## src/rtl/pit_pkg.sv

```systemverilog
package pit_pkg;
   typedef enum logic {
      SEL_TIMER = 1'b0,
      SEL_CTRL  = 1'b1
   } pit_reg_sel_e;

   localparam logic [7:0] PIT_VEC_RESET = 8'h0F;

   function automatic int pit_cnt_w(input int div);
      return (div < 2) ? 1 : $clog2(div);
   endfunction
endpackage

```

## src/rtl/pit_div.sv

```systemverilog
module pit_div #(
   parameter int DIV = 4
) (
   input  logic clk,
   input  logic rst_n,
   input  logic clr,
   input  logic en,
   output logic pulse
);
   localparam int W = pit_pkg::pit_cnt_w(DIV);

   generate
      if (DIV < 1) begin : g_bad
         $error("pit_div: DIV must be at least 1");
      end
      if (DIV == 1) begin : g_pass
         logic unused_pass;
         assign unused_pass = clk ^ rst_n;
         assign pulse = en & ~clr;
      end else begin : g_count
         logic [W-1:0] cnt_q;
         always_ff @(posedge clk or negedge rst_n) begin
            if (!rst_n)      cnt_q <= '0;
            else if (clr)    cnt_q <= '0;
            else if (en)     cnt_q <= (cnt_q == W'(DIV - 1)) ? '0 : cnt_q + 1'b1;
         end
         assign pulse = en & ~clr & (cnt_q == W'(DIV - 1));
      end
   endgenerate
endmodule

```

## src/rtl/pit_counter.sv

```systemverilog
module pit_counter #(
   parameter int MOD_W   = 8,
   parameter int REF_DIV = 1,
   parameter int PS_DIV  = 512,
   parameter int FIX_DIV = 4
) (
   input  logic             clk,
   input  logic             rst_n,
   input  logic             tick,
   input  logic             ps_sel,
   input  logic [MOD_W-1:0] modulus,
   output logic             expire
);
   logic [MOD_W-1:0] cnt_q;
   logic stopped, clr_chain;
   logic ref_p, ps_p, sel_p, dec_p;

   assign stopped   = (modulus == '0);
   assign clr_chain = stopped | (cnt_q == '0);

   pit_div #(.DIV(REF_DIV)) u_ref (.clk(clk), .rst_n(rst_n), .clr(clr_chain), .en(tick),  .pulse(ref_p));
   pit_div #(.DIV(PS_DIV))  u_ps  (.clk(clk), .rst_n(rst_n), .clr(clr_chain), .en(ref_p), .pulse(ps_p));
   assign sel_p = ps_sel ? ps_p : ref_p;
   pit_div #(.DIV(FIX_DIV)) u_fix (.clk(clk), .rst_n(rst_n), .clr(clr_chain), .en(sel_p), .pulse(dec_p));

   always_ff @(posedge clk or negedge rst_n) begin
      if (!rst_n)                cnt_q <= '0;
      else if (stopped)          cnt_q <= '0;
      else if (cnt_q == '0)      cnt_q <= modulus;
      else if (dec_p)            cnt_q <= (cnt_q == MOD_W'(1)) ? modulus : cnt_q - 1'b1;
   end

   assign expire = dec_p & (cnt_q == MOD_W'(1));
endmodule

```

## src/rtl/pit_req.sv

```systemverilog
module pit_req #(
   parameter int LVL_W = 3,
   parameter int VEC_W = 8
) (
   input  logic             clk,
   input  logic             rst_n,
   input  logic             expire,
   input  logic             ack,
   input  logic [LVL_W-1:0] level,
   input  logic [VEC_W-1:0] vector,
   input  logic [LVL_W-1:0] cpu_mask,
   input  logic [LVL_W-1:0] ext_level,
   output logic             pend_q,
   output logic             irq_req,
   output logic [LVL_W-1:0] irq_level,
   output logic [VEC_W-1:0] irq_vector,
   output logic             irq_recognized,
   output logic             serve_timer
);
   logic enabled;
   assign enabled = (level != '0);

   always_ff @(posedge clk or negedge rst_n) begin
      if (!rst_n)                   pend_q <= 1'b0;
      else if (expire && enabled)   pend_q <= 1'b1;
      else if (ack)                 pend_q <= 1'b0;
   end

   assign irq_req        = pend_q & enabled;
   assign irq_level      = irq_req ? level  : '0;
   assign irq_vector     = irq_req ? vector : '0;
   assign irq_recognized = irq_req & (level > cpu_mask);
   assign serve_timer    = irq_recognized & (level >= ext_level);
endmodule

```

## src/rtl/periodic_irq_timer.sv

```systemverilog
module periodic_irq_timer #(
   parameter int MOD_W   = 8,
   parameter int LVL_W   = 3,
   parameter int VEC_W   = 8,
   parameter int DATA_W  = 16,
   parameter int REF_DIV = 1,
   parameter int PS_DIV  = 512,
   parameter int FIX_DIV = 4
) (
   input  logic              clk,
   input  logic              rst_n,
   input  logic              tick,
   input  logic              wr_en,
   input  logic              wr_sel,
   input  logic [DATA_W-1:0] wr_data,
   input  logic              rd_sel,
   output logic [DATA_W-1:0] rd_data,
   input  logic              ack,
   input  logic [LVL_W-1:0]  cpu_mask,
   input  logic [LVL_W-1:0]  ext_level,
   output logic              irq_req,
   output logic [LVL_W-1:0]  irq_level,
   output logic [VEC_W-1:0]  irq_vector,
   output logic              irq_recognized,
   output logic              serve_timer
);
   import pit_pkg::*;

   localparam int TMR_W  = MOD_W + 1;
   localparam int CTRL_W = VEC_W + LVL_W;

   generate
      if (DATA_W < TMR_W || DATA_W < CTRL_W) begin : g_bad_data
         $error("periodic_irq_timer: DATA_W too narrow for the register fields");
      end
      if (VEC_W < 4) begin : g_bad_vec
         $error("periodic_irq_timer: VEC_W must hold the reset vector");
      end
      if (REF_DIV != 1 && REF_DIV != 128) begin : g_bad_ref
         $error("periodic_irq_timer: REF_DIV must be 1 or 128");
      end
   endgenerate

   logic [MOD_W-1:0] mod_q;
   logic             ps_q;
   logic [LVL_W-1:0] lvl_q;
   logic [VEC_W-1:0] vec_q;
   logic             expire, pend_q;
   logic             unused_wr;

   assign unused_wr = ^wr_data;

   always_ff @(posedge clk or negedge rst_n) begin
      if (!rst_n) begin
         mod_q <= '0;
         ps_q  <= 1'b0;
         lvl_q <= '0;
         vec_q <= VEC_W'(PIT_VEC_RESET);
      end else if (wr_en) begin
         if (wr_sel == SEL_CTRL) begin
            lvl_q <= wr_data[VEC_W +: LVL_W];
            vec_q <= wr_data[VEC_W-1:0];
         end else begin
            ps_q  <= wr_data[MOD_W];
            mod_q <= wr_data[MOD_W-1:0];
         end
      end
   end

   always_comb begin
      rd_data = '0;
      if (rd_sel == SEL_CTRL) rd_data[CTRL_W-1:0] = {lvl_q, vec_q};
      else                    rd_data[TMR_W-1:0]  = {ps_q, mod_q};
   end

   pit_counter #(
      .MOD_W(MOD_W), .REF_DIV(REF_DIV), .PS_DIV(PS_DIV), .FIX_DIV(FIX_DIV)
   ) u_cnt (
      .clk(clk), .rst_n(rst_n), .tick(tick), .ps_sel(ps_q),
      .modulus(mod_q), .expire(expire)
   );

   pit_req #(.LVL_W(LVL_W), .VEC_W(VEC_W)) u_req (
      .clk(clk), .rst_n(rst_n), .expire(expire), .ack(ack),
      .level(lvl_q), .vector(vec_q), .cpu_mask(cpu_mask), .ext_level(ext_level),
      .pend_q(pend_q), .irq_req(irq_req), .irq_level(irq_level),
      .irq_vector(irq_vector), .irq_recognized(irq_recognized),
      .serve_timer(serve_timer)
   );
endmodule

```

## config.mk

```make
export PLATFORM = sky130hd
export DESIGN_NAME = periodic_irq_timer
export DESIGN_NICKNAME = d
export VERILOG_FILES = /design/src/rtl/pit_pkg.sv /design/src/rtl/pit_div.sv /design/src/rtl/pit_counter.sv /design/src/rtl/pit_req.sv /design/src/rtl/periodic_irq_timer.sv
export SDC_FILE = /design/constraint.sdc
export NUM_CORES = 1
export LEC_CHECK = 0
export CORE_MARGIN = 3
export CORE_UTILIZATION = 49
export CTS_BUF_LIST = sky130_fd_sc_hd__clkbuf_16
export CTS_CLUSTER_DIAMETER = 30
export DETAILED_ROUTE_END_ITERATION = 10
export DONT_BUFFER_PORTS = 1
export PLACE_DENSITY = 0.68
export SYNTH_ARGS = -nofsm -noshare
export SYNTH_HDL_FRONTEND = slang
export SYNTH_HIERARCHICAL = 1
export SYNTH_SLANG_ARGS = --single-unit
```

## constraint.sdc

```tcl
create_clock -name clk -period 3.4 [get_ports clk]
set_clock_uncertainty 0.2 [all_clocks]
set_input_delay 0.34 -clock clk [delete_from_list [all_inputs] [get_ports clk]]
set_output_delay 0.34 -clock clk [all_outputs]
set_load 0.005 [all_outputs]
```

==> impl_summary.txt <==
----------------------------------------------------
[Placed design]
  Placed cell areas ... 0.00255 mm^2
  Weighted congestion at the end of routability-driven global placement ... 0.848
  Number of instances in the placed design ... 302
  HPWL after detailed placement ... 3790 um
  Quantity of I/O buffers inserted on ports ... 0

[STA]
  Fin crit period ... 2980 ps
  Worst rel slew slack ... 0.438
  Pin slew with the least headroom to its limit ... 841 ps
  Setup Total Neg Slack ... 0 ps
  Highest clock rate ... 336 MHz
  Pins Over Slew Limit ... 0
  Unrepaired setup endpoints after global routing ... no
  Final Cycle Share ... 0.876
  Count of endpoints failing setup in the final report ... 0
  Number of hold-slack violations in the final timing report ... 0

[Logic synthesis]
  Distinct cell type count of the synthesized netlist ... 53
  Post-synthesis cell count ... 240
  Seq cells post-synth ... 40
  Top FF cell, synth ... sky130_fd_sc_hd__dfrtp_1
  Synth async-reset ratio ... 1.00
  Seq/Total Area, Yosys ... 0.401
  Warning count from the yosys run ... 6
  Count of flip-flops with a built-in enable after synthesis ... 0
  Post-synthesis area per instance ... 10.4 um^2
  Netlist Area Pre-Place ... 0.00251 mm^2

[Global routing]
  Remaining global-route overflow ... 0
  First-pass GRT wire length ... 8630 um
  Initial antenna violation count ... 0
  Largest net degree at the start of global routing ... 41
  Via count of the first global-routing pass ... 1783
  Combined global-route utilization of all metal layers ... 0.180

[Cells and area]
  Total area of sequential cells ... 0.00101 mm^2
  Core utilization of the finished layout ... 0.579
  Antenna diode count ... 0
  Cell area after layout ... 0.00281 mm^2
  Synthesis-to-finish area growth ... 11.9%
  Share of post-route cells with drive strength above 1 ... 0.244
  Post-route insts no fill ... 321
  Number of nets in the layout ... 294
  Filler cell count ... 418
  Footprint of the multi-input gates ... 0.00139 mm^2

[Clock network]
  Post-CTS resize count ... 0
  # H-tree levels ... 2
  CTS tree ... yes
  Clock tree root buffer cell ... sky130_fd_sc_hd__clkbuf_16
  Buffer depth of the longest clock path ... 2
  Reg clk slew, reported paths ... 50 ps
  Hold-fix buffers at CTS ... 9
  TritonCTS sink count ... 40
  Worst-Skew Late Latency ... 280 ps
  Number of clock buffers inserted by TritonCTS ... 5
  Postcts setup bufs ... 0

[Pwr]
  Standby leakage power ... 1.24 nW
  Total power divided by cell area ... 624 mW/mm^2
  Overall power of the completed layout ... 0.00175 W
  Worst supply voltage drop on vdd ... 0.000330 V

[Worst setup path]
  Crit-path cells ... inv_1 -> ha_1 -> nand2_1 -> nand2_1 -> nor2b_4 -> nand2_1 -> nor2_1 -> mux2_2 -> nand2_1 -> nor2_1 -> a31o_2 -> nand2_1 -> o31ai_1
  Category of cells accounting for the largest share of critical-path delay ... simple AND/OR/NAND/NOR gates
  Crit-path max cell delay ... 400 ps
  Critical path data arrival time ... 2960 ps
  Maximum fanout count along the critical path ... 9
  Cell with the most instances on the worst path ... sky130_fd_sc_hd__nand2_1
  Worst Path Class, Setup ... reg2reg
  Critical path data required time ... 3380 ps
  Endpoint type of the worst setup path ... register
  Critical path launch point type ... register
  Library cell contributing the largest single delay on the critical path ... sky130_fd_sc_hd__dfrtp_1
  Worst Path Buf+Inv ... 1

[Routing]
  Via total after detailed routing ... 1827
  Pre-antenna DRT Iters ... 4
  Starting DRT DRC Count ... 119
  Number of antenna-violating nets in the routed design ... 0
  Number of remaining DRC errors ... 0
  Vias per std cell ... 5.69
  Routed WL ... 5260 um
  Post-DR wirelength/cell ... 16.4 um

[Floorplanning]
  Boundary Pins ... 59
  Cell Rows ... 25
  Horizontal die dimension ... 77.5 um
  Die Height ... 77.5 um
  Effective utilization at floorplan ... 0.517
  Floorplan core area ... 0.00485 mm^2
  Area of the die ... 0.00601 mm^2

[Outcome]
  Run status ... finished, final reports clean

[Run]
  Number of maximum-capacitance constraint violations ... 0

[Worst hold path]
  Class of the tightest hold or removal check ... in2reg

----------------------------------------------------
[Yosys cell counts, types with 2 or more instances]
master                     number  area [um^2]
sky130_fd_sc_hd__buf_2          2         10.0
sky130_fd_sc_hd__nor3_4         2         32.5
sky130_fd_sc_hd__ha_1          12          150
sky130_fd_sc_hd__dfrtp_1       36          901
sky130_fd_sc_hd__nor2_1        12         45.0
sky130_fd_sc_hd__a31oi_1        2         12.5
sky130_fd_sc_hd__or3_1          2         12.5
sky130_fd_sc_hd__and2_1         5         31.3
sky130_fd_sc_hd__or3_2          2         15.0
sky130_fd_sc_hd__o21ai_0        5         25.0
sky130_fd_sc_hd__nand3_1        5         25.0
sky130_fd_sc_hd__nor3_1         2         10.0
sky130_fd_sc_hd__and2_4         8         70.1
sky130_fd_sc_hd__a21oi_1       15         75.1
sky130_fd_sc_hd__nand2b_1       2         12.5
sky130_fd_sc_hd__nand2_1       20         75.1
sky130_fd_sc_hd__nor2b_1        2         12.5
sky130_fd_sc_hd__mux2i_1        8         80.1
sky130_fd_sc_hd__o311ai_0       2         17.5
sky130_fd_sc_hd__o22ai_1        7         43.8
sky130_fd_sc_hd__and3_1         3         18.8
sky130_fd_sc_hd__or4_1          4         30.0
sky130_fd_sc_hd__buf_4          8         60.1
sky130_fd_sc_hd__mux2_2        21          236
sky130_fd_sc_hd__inv_1         11         41.3
sky130_fd_sc_hd__dfstp_2        4          105
sky130_fd_sc_hd__nor4_1         3         18.8
sky130_fd_sc_hd__mux2_1        10          113
[final timing paths]
kind / start / end / slack (ps) / cells after the start
max reg2reg: u_cnt/cnt_q[0]$_DFFE_PN0P_ / u_cnt/cnt_q[1]$_DFFE_PN0P_ / 420 / 13
min reg2reg: vec_q[6]$_DFFE_PN0P_ / vec_q[6]$_DFFE_PN0P_ / 320 / 1
min in group asynchronous: rst_n / vec_q[4]$_DFFE_PN0P_ / 330 / 2
min: wr_data[10] / lvl_q[2]$_DFFE_PN0P_ / 1 / 1
max: u_cnt/cnt_q[0]$_DFFE_PN0P_ / u_cnt/cnt_q[1]$_DFFE_PN0P_ / 420 / 13
max in group asynchronous: rst_n / vec_q[2]$_DFFE_PN1P_ / 2410 / 2
[power by group]
part / switching, W / internal [W] / total (W)
sequential: 0.000176 / 0.000616 / 0.000792
clock: 0.000170 / 0.000266 / 0.000436
combinational: 0.000267 / 0.000255 / 0.000522
total: 0.000612 / 0.00114 / 0.00175
[sequential cells by signal (all words and copies together), names as in the netlist]
name / flops
u_cnt/u_fix/g_count.cnt_q: 2
u_req/pend_q: 1
u_cnt/cnt_q: 8
ps_q: 1
u_cnt/u_ps/g_count.cnt_q: 9
mod_q: 8
lvl_q: 3
vec_q: 8
[metal layers]
| metal | GRT usage | vias up | wire length, um |
|---|---|---|---|
| met5 | 0 | - | 0 |
| met4 | 0.0605 | 0 | 65 |
| met3 | 0.0441 | 8 | 280 |
| met2 | 0.310 | 54 | 2690 |
| met1 | 0.221 | 886 | 2220 |
| li1 | - | 879 | - |
[area by class of cell]
type                            instances  area share
Sequential cell                        40       0.359
Clock inverter                          3     0.00491
Timing Repair Buffer                   15      0.0535
Tap cell                               67      0.0299
Multi-Input combinational cell        180       0.494
Clock buffer                            5      0.0446
Inverter                               11      0.0147
[stage by stage]
step / hold slack (ps) / worst slack [ps]
after floorplan: -156 / 554
after CTS: 2.08 / 436
after global routing: 0.148 / 242
after detailed placement: -155 / 497
after global placement: -155 / 503
final: 1.11 / 422
[cell families after synthesis]
group                    count (synthesis)  synth area share
AO/OA/AOI/OAI                           38            0.0993
adder cells (fa/ha/maj)                 12            0.0599
buffers and inverters                   24            0.0524
flip-flops                              40             0.401
multiplexers                            39             0.171
other                                    1           0.00150
AND/OR/NAND/NOR                         86             0.215
[cell usage in the layout, fill, tap and decap left out, drive strengths merged, types with 7 or more instances in the layout]
master / n
dfrtp: 36
mux2: 31
nand2: 20
a21oi: 16
and2: 14
nor2: 13
ha: 12
inv: 11
dlygate4sd3: 10
mux2i: 8
o22ai: 7
Note: power is estimated with default switching activity, not from simulation.
